`config.mk`:
```
export PLATFORM = sky130hd
export DESIGN_NAME = dual_irq_requester
export DESIGN_NICKNAME = d
export VERILOG_FILES = /design/src/rtl/irq_req_pkg.sv /design/src/rtl/irq_reg_file.sv /design/src/rtl/irq_src_latch.sv /design/src/rtl/irq_ack_unit.sv /design/src/rtl/dual_irq_requester.sv
export SDC_FILE = /design/constraint.sdc
export NUM_CORES = 1
export LEC_CHECK = 0
export BUFFER_PORTS_ARGS = -buffer_cell sky130_fd_sc_hd__clkbuf_2
export CELL_PAD_IN_SITES_DETAIL_PLACEMENT = 0
export CELL_PAD_IN_SITES_GLOBAL_PLACEMENT = 1
export CORE_MARGIN = 10
export CORE_UTILIZATION = 37
export CTS_CLUSTER_DIAMETER = 200
export DETAILED_ROUTE_END_ITERATION = 7
export HOLD_SLACK_MARGIN = 0.03
export PLACE_DENSITY_LB_ADDON = 0.1
export SLEW_MARGIN = 20
export SYNTH_ARGS = -nofsm -noshare
export SYNTH_HDL_FRONTEND = slang
export SYNTH_SLANG_ARGS = --single-unit
```
`constraint.sdc`:
```
create_clock -name clk -period 1.2 [get_ports clk]
set_input_delay 0.06 -clock clk [delete_from_list [all_inputs] [get_ports clk]]
set_output_delay 0.06 -clock clk [all_outputs]
set_load 0.02 [all_outputs]
```
`src/rtl/irq_req_pkg.sv`:
```
package irq_req_pkg;
  localparam int VEC_W   = 8;
  localparam int LVL_W   = 3;
  localparam int NUM_LVL = (1 << LVL_W) - 1;
  localparam int NUM_SRC = 2;
  localparam int SRC_CAP = 0;
  localparam int SRC_MKR = 1;
  localparam int NIB_W   = LVL_W + 1;

  typedef struct packed {
    logic             en;
    logic [LVL_W-1:0] lvl;
  } src_cfg_t;

  typedef enum logic [1:0] {
    SEL_CTRL = 2'd0,
    SEL_CVEC = 2'd1,
    SEL_MVEC = 2'd2,
    SEL_NONE = 2'd3
  } reg_sel_e;
endpackage

```
`src/rtl/irq_reg_file.sv`:
```
module irq_reg_file
  import irq_req_pkg::*;
(
  input  logic             clk,
  input  logic             rst_q,
  input  logic             wr_en,
  input  logic [1:0]       wr_sel,
  input  logic [VEC_W-1:0] wr_data,
  input  logic [1:0]       rd_sel,
  output logic [VEC_W-1:0] rd_data,
  output logic [VEC_W-1:0] ctrl_q,
  output logic [VEC_W-1:0] cvec_q,
  output logic [VEC_W-1:0] mvec_q
);
  logic [VEC_W-1:0] ctrl_d, cvec_d, mvec_d;

  always_comb begin
    ctrl_d = ctrl_q;
    cvec_d = cvec_q;
    mvec_d = mvec_q;
    if (wr_en) begin
      unique case (reg_sel_e'(wr_sel))
        SEL_CTRL: ctrl_d = wr_data;
        SEL_CVEC: cvec_d = wr_data;
        SEL_MVEC: mvec_d = wr_data;
        default:  ;
      endcase
    end
  end

  always_ff @(posedge clk or negedge rst_q) begin
    if (!rst_q) begin
      ctrl_q <= '0;
      cvec_q <= '0;
      mvec_q <= '0;
    end else begin
      ctrl_q <= ctrl_d;
      cvec_q <= cvec_d;
      mvec_q <= mvec_d;
    end
  end

  always_comb begin
    unique case (reg_sel_e'(rd_sel))
      SEL_CTRL: rd_data = ctrl_q;
      SEL_CVEC: rd_data = cvec_q;
      SEL_MVEC: rd_data = mvec_q;
      default:  rd_data = '0;
    endcase
  end


  wr_lands_chk: assert property (@(posedge clk) disable iff (!rst_q)
    (wr_en && wr_sel == 2'd1) |=> cvec_q == $past(wr_data));
endmodule

```
`src/rtl/irq_src_latch.sv`:
```
module irq_src_latch (
  input  logic clk,
  input  logic rst_q,
  input  logic en,
  input  logic event_in,
  input  logic served,
  input  logic hold_mode,
  input  logic fifo_empty,
  output logic pending_q
);
  logic evt_q;
  logic rise;
  logic pending_d;

  assign rise = event_in & ~evt_q;

  always_comb begin
    pending_d = pending_q;
    if (!en)
      pending_d = 1'b0;
    else if (rise)
      pending_d = 1'b1;
    else if (hold_mode ? fifo_empty : served)
      pending_d = 1'b0;
  end

  always_ff @(posedge clk or negedge rst_q) begin
    if (!rst_q) begin
      evt_q     <= 1'b0;
      pending_q <= 1'b0;
    end else begin
      evt_q     <= event_in;
      pending_q <= pending_d;
    end
  end


  latch_on_rise_chk: assert property (@(posedge clk) disable iff (!rst_q)
    (en && event_in && !evt_q) |=> pending_q);

  ack_release_chk: assert property (@(posedge clk) disable iff (!rst_q)
    (en && served && !hold_mode && !rise) |=> !pending_q);

  hold_keep_chk: assert property (@(posedge clk) disable iff (!rst_q)
    (en && hold_mode && pending_q && !fifo_empty) |=> pending_q);

  no_pend_when_off_chk: assert property (@(posedge clk) disable iff (!rst_q)
    !en |=> !pending_q);
endmodule

```
`src/rtl/irq_ack_unit.sv`:
```
module irq_ack_unit
  import irq_req_pkg::*;
(
  input  logic                           clk,
  input  logic                           rst_q,
  input  src_cfg_t [NUM_SRC-1:0]         cfg,
  input  logic     [NUM_SRC-1:0]         pending,
  input  logic     [NUM_SRC-1:0][VEC_W-1:0] vec,
  input  logic                           iack_valid,
  input  logic     [LVL_W-1:0]           iack_level,
  output logic     [NUM_SRC-1:0]         served,
  output logic                           iack_done_q,
  output logic     [VEC_W-1:0]           iack_vector_q,
  output logic     [NUM_LVL:1]           irq_n
);
  logic [NUM_SRC-1:0] active, match;
  logic [NUM_LVL:0]   line_d;
  logic               done_d;
  logic [VEC_W-1:0]   vector_d;

  always_comb begin
    line_d   = '1;
    served   = '0;
    vector_d = '0;
    for (int s = 0; s < NUM_SRC; s++) begin
      active[s] = pending[s] & cfg[s].en & (cfg[s].lvl != '0);
      match[s]  = iack_valid & active[s] & (cfg[s].lvl == iack_level);
      if (active[s]) line_d[cfg[s].lvl] = 1'b0;
      // a higher source index outranks a lower one at the same level
      if (match[s]) begin
        served   = '0;
        served[s] = 1'b1;
        vector_d = vec[s];
      end
    end
    done_d = |served;
  end

  assign irq_n = line_d[NUM_LVL:1];

  always_ff @(posedge clk or negedge rst_q) begin
    if (!rst_q) begin
      iack_done_q   <= 1'b0;
      iack_vector_q <= '0;
    end else begin
      iack_done_q   <= done_d;
      iack_vector_q <= vector_d;
    end
  end


  done_needs_ack_chk: assert property (@(posedge clk) disable iff (!rst_q)
    iack_done_q |-> $past(iack_valid));

  idle_vector_zero_chk: assert property (@(posedge clk) disable iff (!rst_q)
    !iack_done_q |-> iack_vector_q == '0);

  line_count_chk: assert property (@(posedge clk) disable iff (!rst_q)
    $countones(~irq_n) <= NUM_SRC);

  marker_first_chk: assert property (@(posedge clk) disable iff (!rst_q)
    (match[SRC_MKR] && match[SRC_CAP]) |=> iack_vector_q == $past(vec[SRC_MKR]));
endmodule

```
`src/rtl/dual_irq_requester.sv`:
```
module dual_irq_requester
  import irq_req_pkg::*;
(
  input  logic             clk,
  input  logic             rst_n,
  input  logic             wr_en,
  input  logic [1:0]       wr_sel,
  input  logic [7:0]       wr_data,
  input  logic [1:0]       rd_sel,
  output logic [7:0]       rd_data,
  input  logic             release_on_empty,
  input  logic             fifo_empty,
  input  logic             cap_event,
  input  logic             mkr_event,
  input  logic             iack_valid,
  input  logic [2:0]       iack_level,
  output logic             iack_done,
  output logic [7:0]       iack_vector,
  output logic [7:1]       irq_n
);
  logic [1:0]                     rst_sync_q;
  logic                           rst_q;
  logic [VEC_W-1:0]               ctrl_q, cvec_q, mvec_q;
  src_cfg_t [NUM_SRC-1:0]         cfg;
  logic [NUM_SRC-1:0]             pending, served, evt, hold;
  logic [NUM_SRC-1:0][VEC_W-1:0]  vec;

  always_ff @(posedge clk or negedge rst_n) begin
    if (!rst_n) rst_sync_q <= '0;
    else        rst_sync_q <= {rst_sync_q[0], 1'b1};
  end
  assign rst_q = rst_sync_q[1];

  irq_reg_file u_regs (
    .clk(clk), .rst_q(rst_q), .wr_en(wr_en), .wr_sel(wr_sel), .wr_data(wr_data),
    .rd_sel(rd_sel), .rd_data(rd_data), .ctrl_q(ctrl_q), .cvec_q(cvec_q), .mvec_q(mvec_q)
  );

  assign cfg[SRC_CAP] = src_cfg_t'(ctrl_q[NIB_W-1:0]);
  assign cfg[SRC_MKR] = src_cfg_t'(ctrl_q[2*NIB_W-1:NIB_W]);
  assign vec[SRC_CAP] = cvec_q;
  assign vec[SRC_MKR] = mvec_q;
  assign evt[SRC_CAP] = cap_event;
  assign evt[SRC_MKR] = mkr_event;

  for (genvar s = 0; s < NUM_SRC; s++) begin : g_src
    if (s == SRC_CAP) begin : g_mode
      assign hold[s] = release_on_empty;
    end else begin : g_ack_only
      assign hold[s] = 1'b0;
    end
    irq_src_latch u_latch (
      .clk(clk), .rst_q(rst_q), .en(cfg[s].en), .event_in(evt[s]),
      .served(served[s]), .hold_mode(hold[s]), .fifo_empty(fifo_empty),
      .pending_q(pending[s])
    );
  end

  irq_ack_unit u_ack (
    .clk(clk), .rst_q(rst_q), .cfg(cfg), .pending(pending), .vec(vec),
    .iack_valid(iack_valid), .iack_level(iack_level), .served(served),
    .iack_done_q(iack_done), .iack_vector_q(iack_vector), .irq_n(irq_n)
  );


  marker_release_chk: assert property (@(posedge clk) disable iff (!rst_q)
    (served[SRC_MKR] && !(mkr_event && !$past(mkr_event))) |=> !pending[SRC_MKR]);
endmodule

```
* Word-level counts from Yosys, hierarchy flattened
Index checks and enable logic that the tools add are counted.
Operators by class: shift operators 0, divide/modulo/power cells 0, mux-type cells 18, add/sub/neg operators 0, order comparisons 4, equality and inequality tests 8, bitwise logic cells 15, multiply operators 0, reductions and logical operators 10
Operators by type and width (number):
- $mux 8 | 4
- $pmux 8 s3 | 1
- $not 8->8 | 2
- $and 1x1->1 | 10
- $mux 1 | 10
- $and 8x8->8 | 1
- $lt 3x4->1 const B | 2
- $demux 1 s3 | 2
- $eq 3x3->1 | 2
- $ge 3x1->1 const B | 2
- $reduce_and 2->1 | 3
- $reduce_bool 3->1 | 2
- $eq 2x1->1 const B | 2
- $eq 2x2->1 const B | 2
- $logic_not 2->1 | 2
- $ne 3x1->1 const B | 1
- $ne 3x2->1 const B | 1
- $logic_and 1x1->1 | 2
- $mux 2 | 1
- $not 1->1 | 2
- $reduce_or 2->1 | 1
Word-level totals: memories 0, output and inout bits 24, latch bits 0, memory bits (writable) 0, input bits 23, register bits after elaboration 39, logic and storage cells 65, ROM bits 0

* Longest topological paths before layout
Gate-level depths: netlist (run 1).
word-level depth 10, mapped depth 7, mapped depth without buffers 5

* Cells and area by module
Synthesis (run 1) repeated with hierarchy kept, for this count alone.
Unflattened totals: cell total of the unflattened synthesis 155, area total of the unflattened synthesis 1955.6 µm²
By module, submodules not included:
- irq_reg_file | cells an instance 71, seq. area each 600.6 µm², area each 1083.5 µm², instances 1
- irq_ack_unit | cells an instance 70, seq. area each 225.2 µm², area each 661.9 µm², instances 1
- irq_src_latch | cells an instance 5, seq. area each 50.0 µm², area each 76.3 µm², instances 2
- dual_irq_requester | cells an instance 4, seq. area each 50.0 µm², area each 57.6 µm², instances 1

* Worst setup path after synthesis (run 1)
No wires, ideal clock.
path type register -> register, start point reg u_regs.ctrl_q[6], end point reg g_src[1].u_latch.pending_q, path buffers 2, clock period less this slack 1.488 ns, setup time 0.119 ns, data required time 1.081 ns, stages on the path, launching flop included 8, arrival time 1.369 ns, path slack -0.288 ns, cells stage by stage dfrtp_1 buf_6 xnor2_2 nand4_1 a211oi_4 buf_6 o22ai_1 and2_1
Between the ends: cells in the longest elaborated chain, start to end 6
Ends and longest elaborated chain:
- start: declaration | RTL line irq_reg_file.sv:11 | output logic [VEC_W-1:0] ctrl_q,
- start signal: assignment | RTL line irq_reg_file.sv:37 | ctrl_q <= ctrl_d;
- $reduce_bool 3->1 | RTL line irq_ack_unit.sv:26 | active[s] = pending[s] & cfg[s].en & (cfg[s].lvl != '0);
- $and 1x1->1 | RTL line irq_ack_unit.sv:26
- $and 1x1->1 | RTL line irq_ack_unit.sv:27 | match[s] = iack_valid & active[s] & (cfg[s].lvl == iack_level);
- $and 1x1->1 (*) | RTL line irq_ack_unit.sv:27
- $mux 2 (*) | RTL line irq_ack_unit.sv:30 | if (match[s]) begin
- $ne 3x2->1 (no source line) (*)
- end signal: assignment | RTL line irq_src_latch.sv:33 | pending_q <= pending_d;
- end: declaration | RTL line irq_src_latch.sv:9 | output logic pending_q
Every way passes the cells marked *; elsewhere a longest branch is shown, timed or not. A chain may end at the register's enable or synchronous reset.

* Worst setup path in the final report (run 1)
start point reg u_regs.ctrl_q[1], end point out irq_n[5] (netlist bit)
Between the ends: cells in the longest elaborated chain, start to end 8
Ends and longest elaborated chain:
- $lt 3x4->1 (not written as such) / $ge 3x1->1 (equally long branches) | RTL line irq_ack_unit.sv:28 | if (active[s]) line_d[cfg[s].lvl] = 1'b0;
- $logic_and 1x1->1 (not written as such) | RTL line irq_ack_unit.sv:28
- $mux 1 (not written as such) | RTL line irq_ack_unit.sv:28
- $demux 1 s3
- $not 8->8 (no source line)
- $mux 8 (*) | RTL line irq_ack_unit.sv:28
- $and 8x8->8 (no source line)
- $mux 8 (*) | RTL line irq_ack_unit.sv:28
- end: declaration | RTL line dual_irq_requester.sv:19 | output logic [7:1] irq_n
Marks and branches as above.

==> results of run 1 <==
-- logic make-up (layout without fill, tap and decap cells) --
| logic type | count (synthesis) | in the layout | share of synthesized area |
|---|---|---|---|
| and+or+nand+nor | 40 | 41 | 0.112 |
| xor gates and xnor gates | 4 | 4 | 0.0231 |
| buffers and inverters | 14 | 103 | 0.0387 |
| other | 1 | 1 | 0.00203 |
| muxes | 28 | 28 | 0.166 |
| DFF | 39 | 39 | 0.529 |
| AOI/OAI and AO/OA | 32 | 32 | 0.130 |
-- timing repair --
item | CTS | global route
hold buffers | 8 | 0
setup buffers | 6 | 3
resized for setup | 45 | 21
gates cloned | 1 | 0
pin swaps | 7 | 5
endpoints found under the hold margin | 9 | 0
setup endpoints to repair | 26 | 26
-- worst paths after layout --
kind | start | end | slack, ns | cells after the start
max | u_regs.ctrl_q[1]$_DFFE_PN0P_ | irq_n[5] | -0.28 | 4
min | wr_data[7] | u_regs.cvec_q[7]$_DFFE_PN0P_ | 0.04 | 2
max reg2reg | u_regs.ctrl_q[5]$_DFFE_PN0P_ | g_src[1].u_latch.pending_q$_DFFE_PN0P_ | -0.28 | 7
min reg2reg | rst_sync_q[1]$_DFF_PN0_ | g_src[0].u_latch.evt_q$_DFF_PN0_ | 0.23 | 1
max in group asynchronous | rst_sync_q[1]$_DFF_PN0_ | u_ack.iack_vector_q[7]$_DFF_PN0_ | 0.78 | 1
min in group asynchronous | rst_n | rst_sync_q[1]$_DFF_PN0_ | 0.08 | 2
-- synthesized netlist by cell type, drive strengths merged (2+ instances only) --
library cell   n
nor2b          2
a22o           8
clkbuf         4
dfrtp         39
nor4           2
buf            4
mux2i          8
nand3          2
and2           2
o32a           2
o21ai         13
xnor2          3
inv            6
a31oi          4
nor3           2
mux2          20
nand2         16
nand3b         4
nor2           5
nand4          2
-- sequential cells by signal, summed over array words and instances, names as in the netlist --
register,cells
u_ack.iack_vector_q,8
g_src.u_latch.evt_q,2
rst_sync_q,2
u_ack.iack_done_q,1
u_regs.ctrl_q,8
g_src.u_latch.pending_q,2
u_regs.mvec_q,8
u_regs.cvec_q,8
-- metal layers --
metal  GRT usage  routed length [µm]  up-vias
met1       0.150                2300      758
li1            -                   -      744
met2       0.223                2720       39
met4      0.0504                 102        0
met5           0                   0        -
met3      0.0416                 230       10
-- power groups by stage --
stage / Combinational [mW] / Clock [mW] / Sequential, mW
after floorplan: 0.464 / 0 / 1.63
after global placement: 0.827 / 0 / 1.64
after detailed placement: 0.839 / 0 / 1.64
after CTS: 1.04 / 0.981 / 1.62
after global routing: 1.21 / 1.05 / 1.64
final: 1.12 / 0.945 / 1.62
-- cell type report --
class / count / area, µm²
repair buffers: 89 / 688
fillers: 407 / 1990
clock buffers: 8 / 100
well taps: 67 / 83.8
flip-flops and latches: 39 / 976
multi-input cells: 106 / 917
inverters: 6 / 28.8
-- worst reg2reg max path, delay by kind of cell (launching register included) --
kind	cells	cell delay (ns)
XOR/XNOR	1	0.18
AO/OA/AOI/OAI	2	0.26
flip-flops	1	0.40
AND/OR/NAND/NOR	1	0.13
buffers and inverters	3	0.40
-- through the flow --
stage | utilization | setup TNS (ns) | cells | power [mW]
2_1_floorplan | - | -2.39 | 158 | 2.10
3_3_place_gp | 0.484 | -2.20 | 289 | 2.46
3_5_place_dp | 0.484 | -2.69 | 289 | 2.48
4_1_cts | 0.568 | -5.13 | 312 | 3.63
5_1_grt | 0.584 | -6.91 | 315 | 3.90
6_report | 0.584 | -5.23 | 315 | 3.68
==> impl_metrics.env, run 1 <==
export IMPL_dieWidth_um=90.6
export IMPL_cts_buffers=5
export IMPL_crit_slowest_cell="dfrtp_1"
export IMPL_dr_pass1_iters=4
export IMPL_fmax_mhz=674
export IMPL_synth_top_cell_by_area="dfrtp_1"
export IMPL_clockBufferDepth=2
export IMPL_numPortBuffers=46
export IMPL_cts_htree_levels=2
export IMPL_synth_area_leaders="dfrtp_1 53%, mux2_2 9.8%, mux2i_1 4.3%, a22o_1 3.8%, nand2_1 3.3%"
export IMPL_postLayoutCellArea_um2=2790
export IMPL_core_area_um2=4790
export IMPL_rows=25
export IMPL_required_ns=1.14
export IMPL_start_util=0.385
export IMPL_fin_nets=270
export IMPL_synthFlopType="dfrtp_1"
export IMPL_layout_commonest_cell="dfrtp_1"
export IMPL_synth_edf_count=0
export IMPL_maxCapViolCount=0
export IMPL_die_h_um=90.6
export IMPL_hold_viol_final=0
export IMPL_final_setup_viol_count=26
export IMPL_fin_crit_sh=1.24
export IMPL_cts_tree="yes"
export IMPL_yosysUniqueCellTypes=36
export IMPL_power_internal_mw=2.58
export IMPL_total_leakage_power_nw=1.28
export IMPL_whs_ns=0.0354
export IMPL_area_growth_pct=51.5
export IMPL_vias_per_cell=4.92
export IMPL_critical_path_top_delay_family="flip-flops"
export IMPL_gr_total_overflow=0
export IMPL_critPathBufInv=2
export IMPL_p_per_area_nw_per_um2=1320
export IMPL_drtIter0Drc=72
export IMPL_vias=1551
export IMPL_period_needed_ns=1.48
export IMPL_synth_top_area_share=0.529
export IMPL_wirelength_um=5350
export IMPL_clk_pin_slew_ns=0.07
export IMPL_antenna_found_initial=0
export IMPL_clk_latency_ns=0.29
export IMPL_postRouteAntennaNets=0
export IMPL_synth_area_um2=1840
export IMPL_ys_seq_area_frac=0.529
export IMPL_startpoint_type="flop"
export IMPL_place_area_um2=2320
export IMPL_violations="setup timing"
export IMPL_wl_per_cell_um=17.0
export IMPL_ios=47
export IMPL_netlist_instances=158
export IMPL_status="finished with violations"
export IMPL_cp_common_cell="buf_4"
export IMPL_rsz0062_at_grt="yes"
export IMPL_ys_warnings_count=0
export IMPL_pwr_share_seq=0.440
export IMPL_gp_congestion=0.867
export IMPL_final_max_slew_viol_count=0
export IMPL_place_hpwl_um=3920
export IMPL_path_class="reg2out"
export IMPL_swShare=0.299
export IMPL_antenna_cells=0
export IMPL_grt_start_max_net_pins=38
export IMPL_combinationalPowerShare=0.303
export IMPL_first_global_vias=1702
export IMPL_synth_seq_cells=39
export IMPL_critPathCaptureType="primary output"
export IMPL_synth_avg_cell_area_um2=11.7
export IMPL_pwr_share_clk=0.257
export IMPL_hold_path_class="in2reg"
export IMPL_dieArea_um2=8210
export IMPL_dp_slack_ns=-0.283
export IMPL_clkSinkCount=39
export IMPL_peakVddDrop_uv=726
export IMPL_synth_nets=181
export IMPL_layout_common_cells="39 x dfrtp_1, 31 x clkbuf_2, 30 x buf_4"
export IMPL_path_cells="buf_4, nor4_4, a31oi_1, buf_4"
export IMPL_path_max_fanout=4
export IMPL_track_usage=0.131
export IMPL_drive_above_1_share=0.508
export IMPL_root_buffer="clkbuf_8"
export IMPL_slowest_delay_ns=0.42
export IMPL_crit_arrival_ns=1.42
export IMPL_netSwitchingPower_mw=1.10
export IMPL_grt_pass1_wl_um=8640
export IMPL_ys_async_sr_fraction=1.00
export IMPL_fin_ws_ns=-0.283
export IMPL_drc_errors=0
export IMPL_clock_skew_ns=0.00491
Note: power is estimated with default switching activity, not from simulation.
==> run 2: changes to the inputs <==
==> constraint.sdc (replaced) <==
create_clock -name clk -period 1.2 [get_ports clk]
set_input_delay 0.24 -clock clk [delete_from_list [all_inputs] [get_ports clk]]
set_output_delay 0.24 -clock clk [all_outputs]
set_load 0.02 [all_outputs]
==> run 2 against run 1 <==
Compared with the run above:
- the run still ends with setup timing left
- critical path depth rose by 3
- largest power group unchanged
- sequential share of layout area fell by 3.2 points
- total power rose by 7.0%
- clock skew rose by 0.0039 ns
- routed wire length rose by 5.5%
==> impl_metrics.env, run 2 (same netlist as run 1, synthesis figures left out) <==
export IMPL_grt_use_met2=0.255
export IMPL_fin_nets=277
export IMPL_clkSinkCount=39
export IMPL_drive_above_1_share=0.627
export IMPL_dieArea_um2=8210
export IMPL_start_util=0.385
export IMPL_final_max_slew_viol_count=0
export IMPL_cts_tree="yes"
export IMPL_cts_buffers=5
export IMPL_core_area_um2=4790
export IMPL_stdcell_count=322
export IMPL_dp_cells=295
export IMPL_first_global_vias=1876
export IMPL_fmax_mhz=596
export IMPL_total_leakage_power_nw=1.38
export IMPL_path_class="reg2reg"
export IMPL_required_ns=1.38
export IMPL_rr_endpoint="u_ack.iack_vector_q[7]$_DFF_PN0_"
export IMPL_drc_errors=0
export IMPL_place_area_um2=2490
export IMPL_clock_skew_ns=0.00882
export IMPL_postLayoutCellArea_um2=3080
export IMPL_cts_htree_levels=2
export IMPL_maxCapViolCount=0
export IMPL_gp_congestion=0.828
export IMPL_clk_pin_slew_ns=0.08
export IMPL_layout_common_cells="38 x dfrtp_1, 31 x clkbuf_2, 30 x buf_4"
export IMPL_crit_end="u_ack.iack_vector_q[7]$_DFF_PN0_"
export IMPL_dr_pass1_iters=4
export IMPL_dieWidth_um=90.6
export IMPL_final_util=0.643
export IMPL_wirelength_um=5640
export IMPL_r2r_slack_ns=-0.48
export IMPL_period_needed_ns=1.68
export IMPL_peakVddDrop_uv=674
export IMPL_ios=47
export IMPL_startpoint_type="flop"
export IMPL_critPathCaptureType="flop"
export IMPL_crit_arrival_ns=1.86
export IMPL_gr_total_overflow=0
export IMPL_p_per_area_nw_per_um2=1280
export IMPL_clockBufferDepth=2
export IMPL_numPortBuffers=46
export IMPL_r2r_start="u_regs.ctrl_q[5]$_DFFE_PN0P_"
export IMPL_dp_slack_ns=-0.279
export IMPL_rows=25
export IMPL_layout_commonest_cell="dfrtp_1"
export IMPL_violations="setup timing"
export IMPL_grtUsageMet3=0.0507
export IMPL_worst_r2r_cell_count=7
export IMPL_root_buffer="clkbuf_8"
export IMPL_grt_busiest_layer="met2"
export IMPL_vias=1641
export IMPL_clk_latency_ns=0.30
export IMPL_drtIter0Drc=38
export IMPL_die_h_um=90.6
export IMPL_gr_usage_met1=0.144
export IMPL_hold_viol_final=0
export IMPL_status="finished with violations"
export IMPL_whs_ns=0.0690
export IMPL_postRouteAntennaNets=0
export IMPL_fin_ws_ns=-0.479
export IMPL_wl_per_cell_um=17.5
export IMPL_antenna_found_initial=0
export IMPL_setup_tns_ns=-10.42
export IMPL_grt_pass1_wl_um=9290
export IMPL_fin_crit_sh=1.40
export IMPL_grt_start_max_net_pins=38
export IMPL_area_growth_pct=66.8
export IMPL_total_power_mw=3.94
export IMPL_crit_path_start="u_regs.ctrl_q[5]$_DFFE_PN0P_"
export IMPL_hold_path_class="in2reg"
export IMPL_place_hpwl_um=3890
export IMPL_antenna_cells=0
export IMPL_path_max_fanout=8
export IMPL_track_usage=0.140
export IMPL_rsz0062_at_grt="yes"
export IMPL_final_setup_viol_count=26
export IMPL_vias_per_cell=5.10
## run 2: cell types whose count changed in the layout (fill, tap and decap cells not counted), sizes merged
cell         before  now
clkbuf           43   45
dlygate4sd3       8    1
buf              46   56
clkinvlp          1    2
inv               5    6
nor2              6    5
clkinv            0    1
## run 2: worst min-delay path by stage
stage               startpoint                                to  slack (ns)  depth (start not counted)
floorplan                rst_n           rst_sync_q[0]$_DFF_PN0_       -0.06                          0
global placement         rst_n           rst_sync_q[1]$_DFF_PN0_        0.03                          1
detailed placement       rst_n           rst_sync_q[1]$_DFF_PN0_        0.03                          1
CTS                  cap_event  g_src[0].u_latch.evt_q$_DFF_PN0_        0.07                          1
global route         mkr_event  g_src[1].u_latch.evt_q$_DFF_PN0_        0.06                          1
finish               cap_event  g_src[0].u_latch.evt_q$_DFF_PN0_        0.07                          1
## run 2: where the power goes
part / internal [mW] / switching [mW] / leakage [nW]
Combinational: 0.775 / 0.631 / 0.854
Sequential: 1.49 / 0.156 / 0.483
Clock: 0.405 / 0.492 / 0.0402
Total: 2.66 / 1.28 / 1.38
## run 2: critical path, stage by stage, from the launching register on
cell and delay, ns:
dfrtp_1 0.43, buf_6 0.14, buf_6 0.12, xor2_4 0.18
a211oi_4 0.29, nor2_4 0.09, buf_12 0.14, a22o_1 0.17
## run 2: final cells by class
cell class,count,area [µm²]
fill,380,1710
multi-input combinational,105,1040
sequential,39,977
timing repair buffer,97,857
tap,67,83.8
clock buffer,5,68.8
inverter,6,27.5
clock inverter,3,20.0
## run 2: per-layer routing
| metal | wire, µm | vias to the layer above |
|---|---|---|
| met5 | 0 | - |
| met4 | 69 | 0 |
| met3 | 316 | 7 |
| met2 | 3060 | 46 |
| met1 | 2200 | 828 |
| li1 | - | 760 |
## run 2: repair_timing
action	CTS	global route
pin swaps	8	9
buffers inserted	16	4
hold buffers	1	0
gates resized for setup	52	32
endpoints found under the setup margin	26	26
endpoints found under the hold margin	2	0
